<file path="src/rtl/scm_pkg.sv">
package scm_pkg;
  typedef enum logic [2:0] {
    ST_IDLE, ST_PREP, ST_LOW, ST_SETUP, ST_HIGH, ST_FIN
  } scm_state_e;

  localparam int RD_FRAME_BITS = 46;
  localparam int WR_FRAME_BITS = 27;
  localparam int TURN_CLKS     = 2;
  localparam int RD_DATA_BITS  = 32;
  localparam int TAIL_CLKS     = 2;
  localparam int SHIFT_W       = RD_FRAME_BITS;

  localparam int RD_RECV_LO = RD_FRAME_BITS + TURN_CLKS;
  localparam int RD_RECV_HI = RD_RECV_LO + RD_DATA_BITS;
  localparam int RD_SLOTS   = RD_RECV_HI + TAIL_CLKS;
  localparam int WR_SLOTS   = WR_FRAME_BITS + TAIL_CLKS;
  localparam int SLOT_W     = $clog2(RD_SLOTS + 1);

  localparam logic [3:0] RD_OPCODE = 4'b0110;
  localparam logic [2:0] WR_OPCODE = 3'b101;
endpackage

</file>
<file path="src/rtl/scm_phase_timer.sv">
module scm_phase_timer #(
  parameter int W = 4
) (
  input  logic         clk,
  input  logic         rst_n,
  input  logic         load,
  input  logic [W-1:0] load_val,
  output logic         zero
);
  logic [W-1:0] cnt;

  always_ff @(posedge clk or negedge rst_n) begin
    if (!rst_n)      cnt <= '0;
    else if (load)   cnt <= load_val;
    else if (cnt != '0) cnt <= cnt - 1'b1;
  end

  assign zero = (cnt == '0);
endmodule

</file>
<file path="src/rtl/scm_shift_unit.sv">
module scm_shift_unit
  import scm_pkg::*;
(
  input  logic               clk,
  input  logic               rst_n,
  input  logic               load,
  input  logic [SHIFT_W-1:0] load_vec,
  input  logic               tx_step,
  input  logic               rx_step,
  input  logic               rx_bit,
  output logic               tx_bit,
  output logic [RD_DATA_BITS-1:0] rx_word
);
  logic [SHIFT_W-1:0] txq;

  always_ff @(posedge clk or negedge rst_n) begin
    if (!rst_n) begin
      txq    <= '0;
      tx_bit <= 1'b0;
    end else if (load) begin
      txq    <= load_vec;
      tx_bit <= 1'b0;
    end else if (tx_step) begin
      txq    <= {txq[SHIFT_W-2:0], 1'b0};
      tx_bit <= txq[SHIFT_W-1];
    end
  end

  always_ff @(posedge clk or negedge rst_n) begin
    if (!rst_n)       rx_word <= '0;
    else if (rx_step) rx_word <= {rx_word[RD_DATA_BITS-2:0], rx_bit};
  end

  // capture and transmit never act in the same cycle
  assert_no_overlap_R5: assert property (@(posedge clk) disable iff (!rst_n)
    rx_step |-> !tx_step && !load);
endmodule

</file>
<file path="src/rtl/scm_sequencer.sv">
module scm_sequencer
  import scm_pkg::*;
#(
  parameter int HALF_CLKS  = 600,
  parameter int SETUP_CLKS = 200
) (
  input  logic clk,
  input  logic rst_n,
  input  logic start,
  input  logic start_rd,
  output logic busy,
  output logic sk,
  output logic cs,
  output logic dio_en,
  output logic tx_step,
  output logic rx_step,
  output logic finish
);
  localparam int LMAX = (HALF_CLKS > SETUP_CLKS) ? HALF_CLKS : SETUP_CLKS;
  localparam int TW   = $clog2(LMAX + 1);

  scm_state_e        state;
  logic              rd;
  logic [SLOT_W-1:0] slot;
  logic              tzero, tload, sending, recving, last;
  logic [TW-1:0]     tval;

  assign sending = rd ? (slot < SLOT_W'(RD_FRAME_BITS)) : (slot < SLOT_W'(WR_FRAME_BITS));
  assign recving = rd && (slot >= SLOT_W'(RD_RECV_LO)) && (slot < SLOT_W'(RD_RECV_HI));
  assign last    = rd ? (slot == SLOT_W'(RD_SLOTS - 1)) : (slot == SLOT_W'(WR_SLOTS - 1));

  assign tload = (state == ST_IDLE) ? start : tzero;
  assign tval  = (state == ST_LOW) ? TW'(SETUP_CLKS - 1) : TW'(HALF_CLKS - 1);

  scm_phase_timer #(.W(TW)) u_timer (
    .clk(clk), .rst_n(rst_n), .load(tload), .load_val(tval), .zero(tzero)
  );

  always_ff @(posedge clk or negedge rst_n) begin
    if (!rst_n) begin
      state <= ST_IDLE;
      rd    <= 1'b0;
      slot  <= '0;
    end else begin
      unique case (state)
        ST_IDLE: if (start) begin
          state <= ST_PREP;
          rd    <= start_rd;
          slot  <= '0;
        end
        ST_PREP:  if (tzero) state <= ST_LOW;
        ST_LOW:   if (tzero) state <= ST_SETUP;
        ST_SETUP: if (tzero) state <= ST_HIGH;
        ST_HIGH:  if (tzero) begin
          if (last) state <= ST_FIN;
          else begin
            state <= ST_LOW;
            slot  <= slot + 1'b1;
          end
        end
        ST_FIN:   if (tzero) state <= ST_IDLE;
        default:  state <= ST_IDLE;
      endcase
    end
  end

  assign busy    = (state != ST_IDLE);
  assign sk      = (state == ST_HIGH);
  assign cs      = busy && !rd && (slot < SLOT_W'(WR_FRAME_BITS));
  assign dio_en  = busy && (!rd || (slot < SLOT_W'(RD_FRAME_BITS)));
  assign tx_step = (state == ST_LOW) && tzero && sending;
  assign rx_step = (state == ST_SETUP) && tzero && recving;
  assign finish  = (state == ST_FIN) && tzero;

  // the slot index never runs past the frame length
  assert_slot_bound_R6: assert property (@(posedge clk) disable iff (!rst_n)
    busy |-> (rd ? (slot < SLOT_W'(RD_SLOTS)) : (slot < SLOT_W'(WR_SLOTS))));
  // a rising edge of sk always comes out of the setup phase
  assert_rise_after_setup_R4: assert property (@(posedge clk) disable iff (!rst_n)
    $rose(sk) |-> $past(state == ST_SETUP));
endmodule

</file>
<file path="src/rtl/serial_cfg_master.sv">
module serial_cfg_master
  import scm_pkg::*;
#(
  parameter int HALF_CLKS  = 600,
  parameter int SETUP_CLKS = 200
) (
  input  logic        clk,
  input  logic        rst_n,
  input  logic        req_valid,
  output logic        req_ready,
  input  logic        req_read,
  input  logic        req_table,
  input  logic [7:0]  req_addr,
  input  logic [15:0] req_wdata,
  output logic        rsp_valid,
  output logic [31:0] rsp_rdata,
  output logic        cs_o,
  output logic        cs_oe,
  output logic        sk_o,
  output logic        sk_oe,
  output logic        dio_o,
  output logic        dio_oe,
  input  logic        dio_i
);
  logic               busy, accept, tx_step, rx_step, finish;
  logic               rd_q, tbl_q, odd_q;
  logic [SHIFT_W-1:0] frame_vec;
  logic [RD_DATA_BITS-1:0] rx_word;

  assign req_ready = !busy;
  assign accept    = req_valid && !busy;

  assign frame_vec = req_read
    ? {{32{1'b1}}, RD_OPCODE, req_table, 2'b00, req_addr[6:0]}
    : {WR_OPCODE, req_addr, req_wdata, {(SHIFT_W - WR_FRAME_BITS){1'b0}}};

  always_ff @(posedge clk or negedge rst_n) begin
    if (!rst_n) begin
      rd_q  <= 1'b0;
      tbl_q <= 1'b0;
      odd_q <= 1'b0;
    end else if (accept) begin
      rd_q  <= req_read;
      tbl_q <= req_table;
      odd_q <= req_addr[0];
    end
  end

  scm_sequencer #(.HALF_CLKS(HALF_CLKS), .SETUP_CLKS(SETUP_CLKS)) u_seq (
    .clk(clk), .rst_n(rst_n), .start(accept), .start_rd(req_read),
    .busy(busy), .sk(sk_o), .cs(cs_o), .dio_en(dio_oe),
    .tx_step(tx_step), .rx_step(rx_step), .finish(finish)
  );

  scm_shift_unit u_shift (
    .clk(clk), .rst_n(rst_n), .load(accept), .load_vec(frame_vec),
    .tx_step(tx_step), .rx_step(rx_step), .rx_bit(dio_i),
    .tx_bit(dio_o), .rx_word(rx_word)
  );

  assign cs_oe = busy;
  assign sk_oe = busy;

  always_ff @(posedge clk or negedge rst_n) begin
    if (!rst_n) begin
      rsp_valid <= 1'b0;
      rsp_rdata <= '0;
    end else begin
      rsp_valid <= finish;
      if (finish && rd_q) begin
        if (tbl_q)      rsp_rdata <= rx_word;
        else if (odd_q) rsp_rdata <= {16'h0000, rx_word[31:16]};
        else            rsp_rdata <= {16'h0000, rx_word[15:0]};
      end
    end
  end

  // every pin is released at completion
  assert_released_R1: assert property (@(posedge clk) disable iff (!rst_n)
    rsp_valid |=> !cs_oe && !sk_oe && !dio_oe && req_ready);
  // chip select never rises during a read
  assert_cs_quiet_read_R2: assert property (@(posedge clk) disable iff (!rst_n)
    (rd_q && !req_ready) |-> !cs_o);
  // data is steady while the clock is high
  assert_dio_hold_R4: assert property (@(posedge clk) disable iff (!rst_n)
    (sk_o && $past(sk_o)) |-> $stable(dio_o));
  // data does not change at the rising edge itself
  assert_dio_setup_R4: assert property (@(posedge clk) disable iff (!rst_n)
    $rose(sk_o) |-> $stable(dio_o));
  // the data line is released only in a read and only with the clock low
  assert_release_turn_R5: assert property (@(posedge clk) disable iff (!rst_n)
    ($fell(dio_oe) && !rsp_valid && busy) |-> (!sk_o && rd_q));
  // completion is a single-cycle pulse
  assert_done_pulse_R9: assert property (@(posedge clk) disable iff (!rst_n)
    rsp_valid |=> !rsp_valid);
  // the latched request does not change while an operation runs
  assert_ignore_busy_R10: assert property (@(posedge clk) disable iff (!rst_n)
    (!req_ready && $past(!req_ready)) |-> ($stable(rd_q) && $stable(tbl_q) && $stable(odd_q)));
endmodule

</file>
<file path="config.mk">
export PLATFORM = sky130hd
export DESIGN_NAME = serial_cfg_master
export DESIGN_NICKNAME = d
export VERILOG_FILES = /design/src/rtl/scm_pkg.sv /design/src/rtl/scm_phase_timer.sv /design/src/rtl/scm_shift_unit.sv /design/src/rtl/scm_sequencer.sv /design/src/rtl/serial_cfg_master.sv
export SDC_FILE = /design/constraint.sdc
export NUM_CORES = 1
export LEC_CHECK = 0
export BUFFER_PORTS_ARGS = -buffer_cell sky130_fd_sc_hd__buf_4
export CORE_ASPECT_RATIO = 0.5
export CORE_UTILIZATION = 30
export DETAILED_ROUTE_END_ITERATION = 6
export PLACE_DENSITY = 0.46
export SLEW_MARGIN = 10
export SYNTH_ARGS = -nofsm -noshare
export SYNTH_HDL_FRONTEND = slang
export SYNTH_HIERARCHICAL = 1
export SYNTH_SLANG_ARGS = --single-unit
</file>
<file path="constraint.sdc">
create_clock -name clk -period 4.65 [get_ports clk]
set_input_delay 0.93 -clock clk [delete_from_list [all_inputs] [get_ports clk]]
set_output_delay 0.93 -clock clk [all_outputs]
set_load 0.02 [all_outputs]
</file>
==> impl_metrics.ini <==
[global_routing]
grt_use_total_pct = 13.0
grt_pass1_vias = 4449
antenna_found_initial = 0
grt_first_pass_wirelength_um = 23200
gr-total-overflow = 0
grt_max_degree = 99

[yosys]
ys_ff_latch = 136
synth_seq_area_share_pct = 51.3
synth_edf_count = 0
avgSynthCellArea_um2 = 10.5
synth_async_sr_flop_share_pct = 100
ys_warn_count = 6
syn_inst = 634
yosys_most_used_dff = dfrtp_1
netlist_area_um2 = 6630
yosysUniqueCellTypes = 54

[min_path]
hp-class = reg -> reg

[job]
drv_cap = 0

[clock_tree]
clk-insertion-delay-late_ps = 410
cts_buffers = 17
cts_setup_buffers = 0
cts_hold_buf = 0
cts_root_buffer = clkbuf_16
clock_sinks = 136
cts_tree = built
ctsHtreeMaxLevel = 4
cts.clk_slew.worst_paths_ps = 60
cts_resized = 0
clockBufferDepth = 2

[placement]
portBuffers = 69
place_hpwl_um = 8760
place_area_um2 = 7340
gp_congestion = 0.835

[drt]
wl_um = 13700
drc = 0
final_antenna_net_count = 0
drt_iter0_markers = 206
wl_per_cell_um = 13.6
num_vias = 4496
vias_per_cell = 4.47
dr.pass1.iters = 4

[finish]
final_area_um2 = 8000
diodes = 0
final_cell_mix = 136 x dfrtp_1, 114 x nand2_1, 75 x buf_4
num-fill-cells = 2175
syn2layout_area_growth_pct = 20.6
layout_commonest_cell = dfrtp_1
drive_gt1_share_pct = 16.9
nNetsFinal = 726

[floorplanning]
die_w_um = 212
start_util_pct = 30.6
ios = 70
dieHeight_um = 107
die-area_um2 = 22700
core_area_um2 = 21700
rows = 38

[worst_setup_path]
critPathArrivalTime_ps = 3390
crit_required_ps = 4910
crit_path_start_kind = flip-flop
end_kind = flip-flop
critical_path_class = reg -> reg
cp_max_fo = 18

[pwr]
power_leakage_nw = 3.58
ir_drop_mv = 0.200
powerDensity_nw_per_um2 = 357

[sta]
slew_headroom_pct = 38.6
setup_violations = 0
final_max_slew_viol_count = 0
period_share_pct = 67.4
rsz0062_at_grt = false
tightest_slew_ps = 920
max_freq_ghz = 0.319
period_minus_slack_ps = 3130
fin_setup_tns_ps = 0
clock_skew_ps = 9.19
hold_viol = 0

[outcome]
status = complete, no violations
[metrics by stage]
stage               util (%)  setup slack [ps]  std cells  power [W]  hold slack [ps]
finish                  36.9              1520       1005    0.00285              466
global route            36.9              1180       1005    0.00298              500
CTS                     36.9              1500       1005    0.00290              475
detailed placement      33.8              1510        974    0.00135              462
global placement        33.8              1630        974    0.00135              458
floorplan                  -              1980        643    0.00129              472
[worst paths after layout]
| kind | end | slack (ps) | startpoint | depth (start not counted) |
|---|---|---|---|---|
| max | u_shift/txq[3] | 1520 | u_seq/u_timer/cnt[3] | 8 |
| min | rsp_rdata[21] | 470 | rsp_rdata[21] | 2 |
| max reg2reg | u_shift/txq[3] | 1520 | u_seq/u_timer/cnt[3] | 8 |
| min reg2reg | rsp_rdata[21] | 470 | rsp_rdata[21] | 2 |
| max in group asynchronous | u_seq/u_timer/cnt[3] | 3150 | rst_n | 2 |
| min in group asynchronous | rsp_rdata[23] | 580 | rst_n | 1 |
[per-layer routing]
layer | wire length [um] | GRT usage (%) | part of all wire (%)
met5 | 0 | 0 | 0
met4 | 166 | 4.57 | 1.2
met3 | 367 | 2.99 | 2.7
met2 | 6100 | 20.0 | 45
met1 | 7030 | 18.0 | 51
[power by group]
group	leakage, nW	switching [W]	internal (W)
clock network	0.319	0.000509	0.00102
logic	1.55	0.0000542	0.0000435
registers	1.71	0.0000188	0.00121
[critical path, stage by stage (launching register included)]
cell	delay, ps
dfrtp_1	450
nor4_4	390
nand3_1	240
inv_1	390
nand2_1	150
a21oi_4	630
buf_4	400
mux2i_1	250
o21ai_1	70
[cell families (layout without fill, tap and decap cells)]
logic type | after synthesis | count (layout) | share of synthesized area (%)
AND/OR/NAND/NOR | 225 | 225 | 16.5
flip-flops | 136 | 136 | 51.3
multiplexers | 106 | 106 | 16.7
AO/OA/AOI/OAI | 98 | 98 | 8.54
buffers and inverters | 55 | 117 | 5.17
XOR/XNOR | 7 | 7 | 0.924
other | 4 | 13 | 0.226
adder cells (fa/ha/maj) | 3 | 3 | 0.566
[area by class of cell]
| class | count | area (um^2) | share of cell area [%] |
|---|---|---|---|
| clock buffers | 19 | 443 | 5.54 |
| clock inverters | 12 | 223 | 2.78 |
| inverters | 10 | 37.5 | 0.469 |
| multi-input cells | 452 | 2950 | 36.8 |
| flip-flops and latches | 136 | 3400 | 42.5 |
| well taps | 300 | 375 | 4.69 |
| repair buffers | 76 | 574 | 7.18 |
[cells in the mapped netlist, types with 3 or more instances]
library cell  number  area share (%)
mux2i_1           67              10
buf_6              4            0.68
nor2b_1            7            0.66
buf_4              6            0.68
ha_1               3            0.57
inv_1             10            0.57
a21oi_1           10            0.75
nand4_1            4            0.38
nand2b_1           3            0.28
dfrtp_1          136              51
o21ai_1           63             4.8
nor3_1             6            0.45
buf_8              4            0.91
conb_1             4            0.23
nor3b_1            3            0.34
nor2_1            21             1.2
or2_1             24             2.3
buf_2             18             1.4
nand3_1           19             1.4
o21ai_0            6            0.45
clkbuf_1          12            0.68
mux2_1            37             6.3
xor2_1             5            0.66
nand2_1          114             6.5
and2_1            13             1.2
[flip-flops by register name (all words and copies together), names as in the netlist, 3 cells and up]
register and count:
rsp_rdata 32, u_seq/u_timer/cnt 10, u_shift/txq 46, u_shift/rx_word 32, u_seq/state 3, u_seq/slot 7
(Power assumes the default switching activity.)
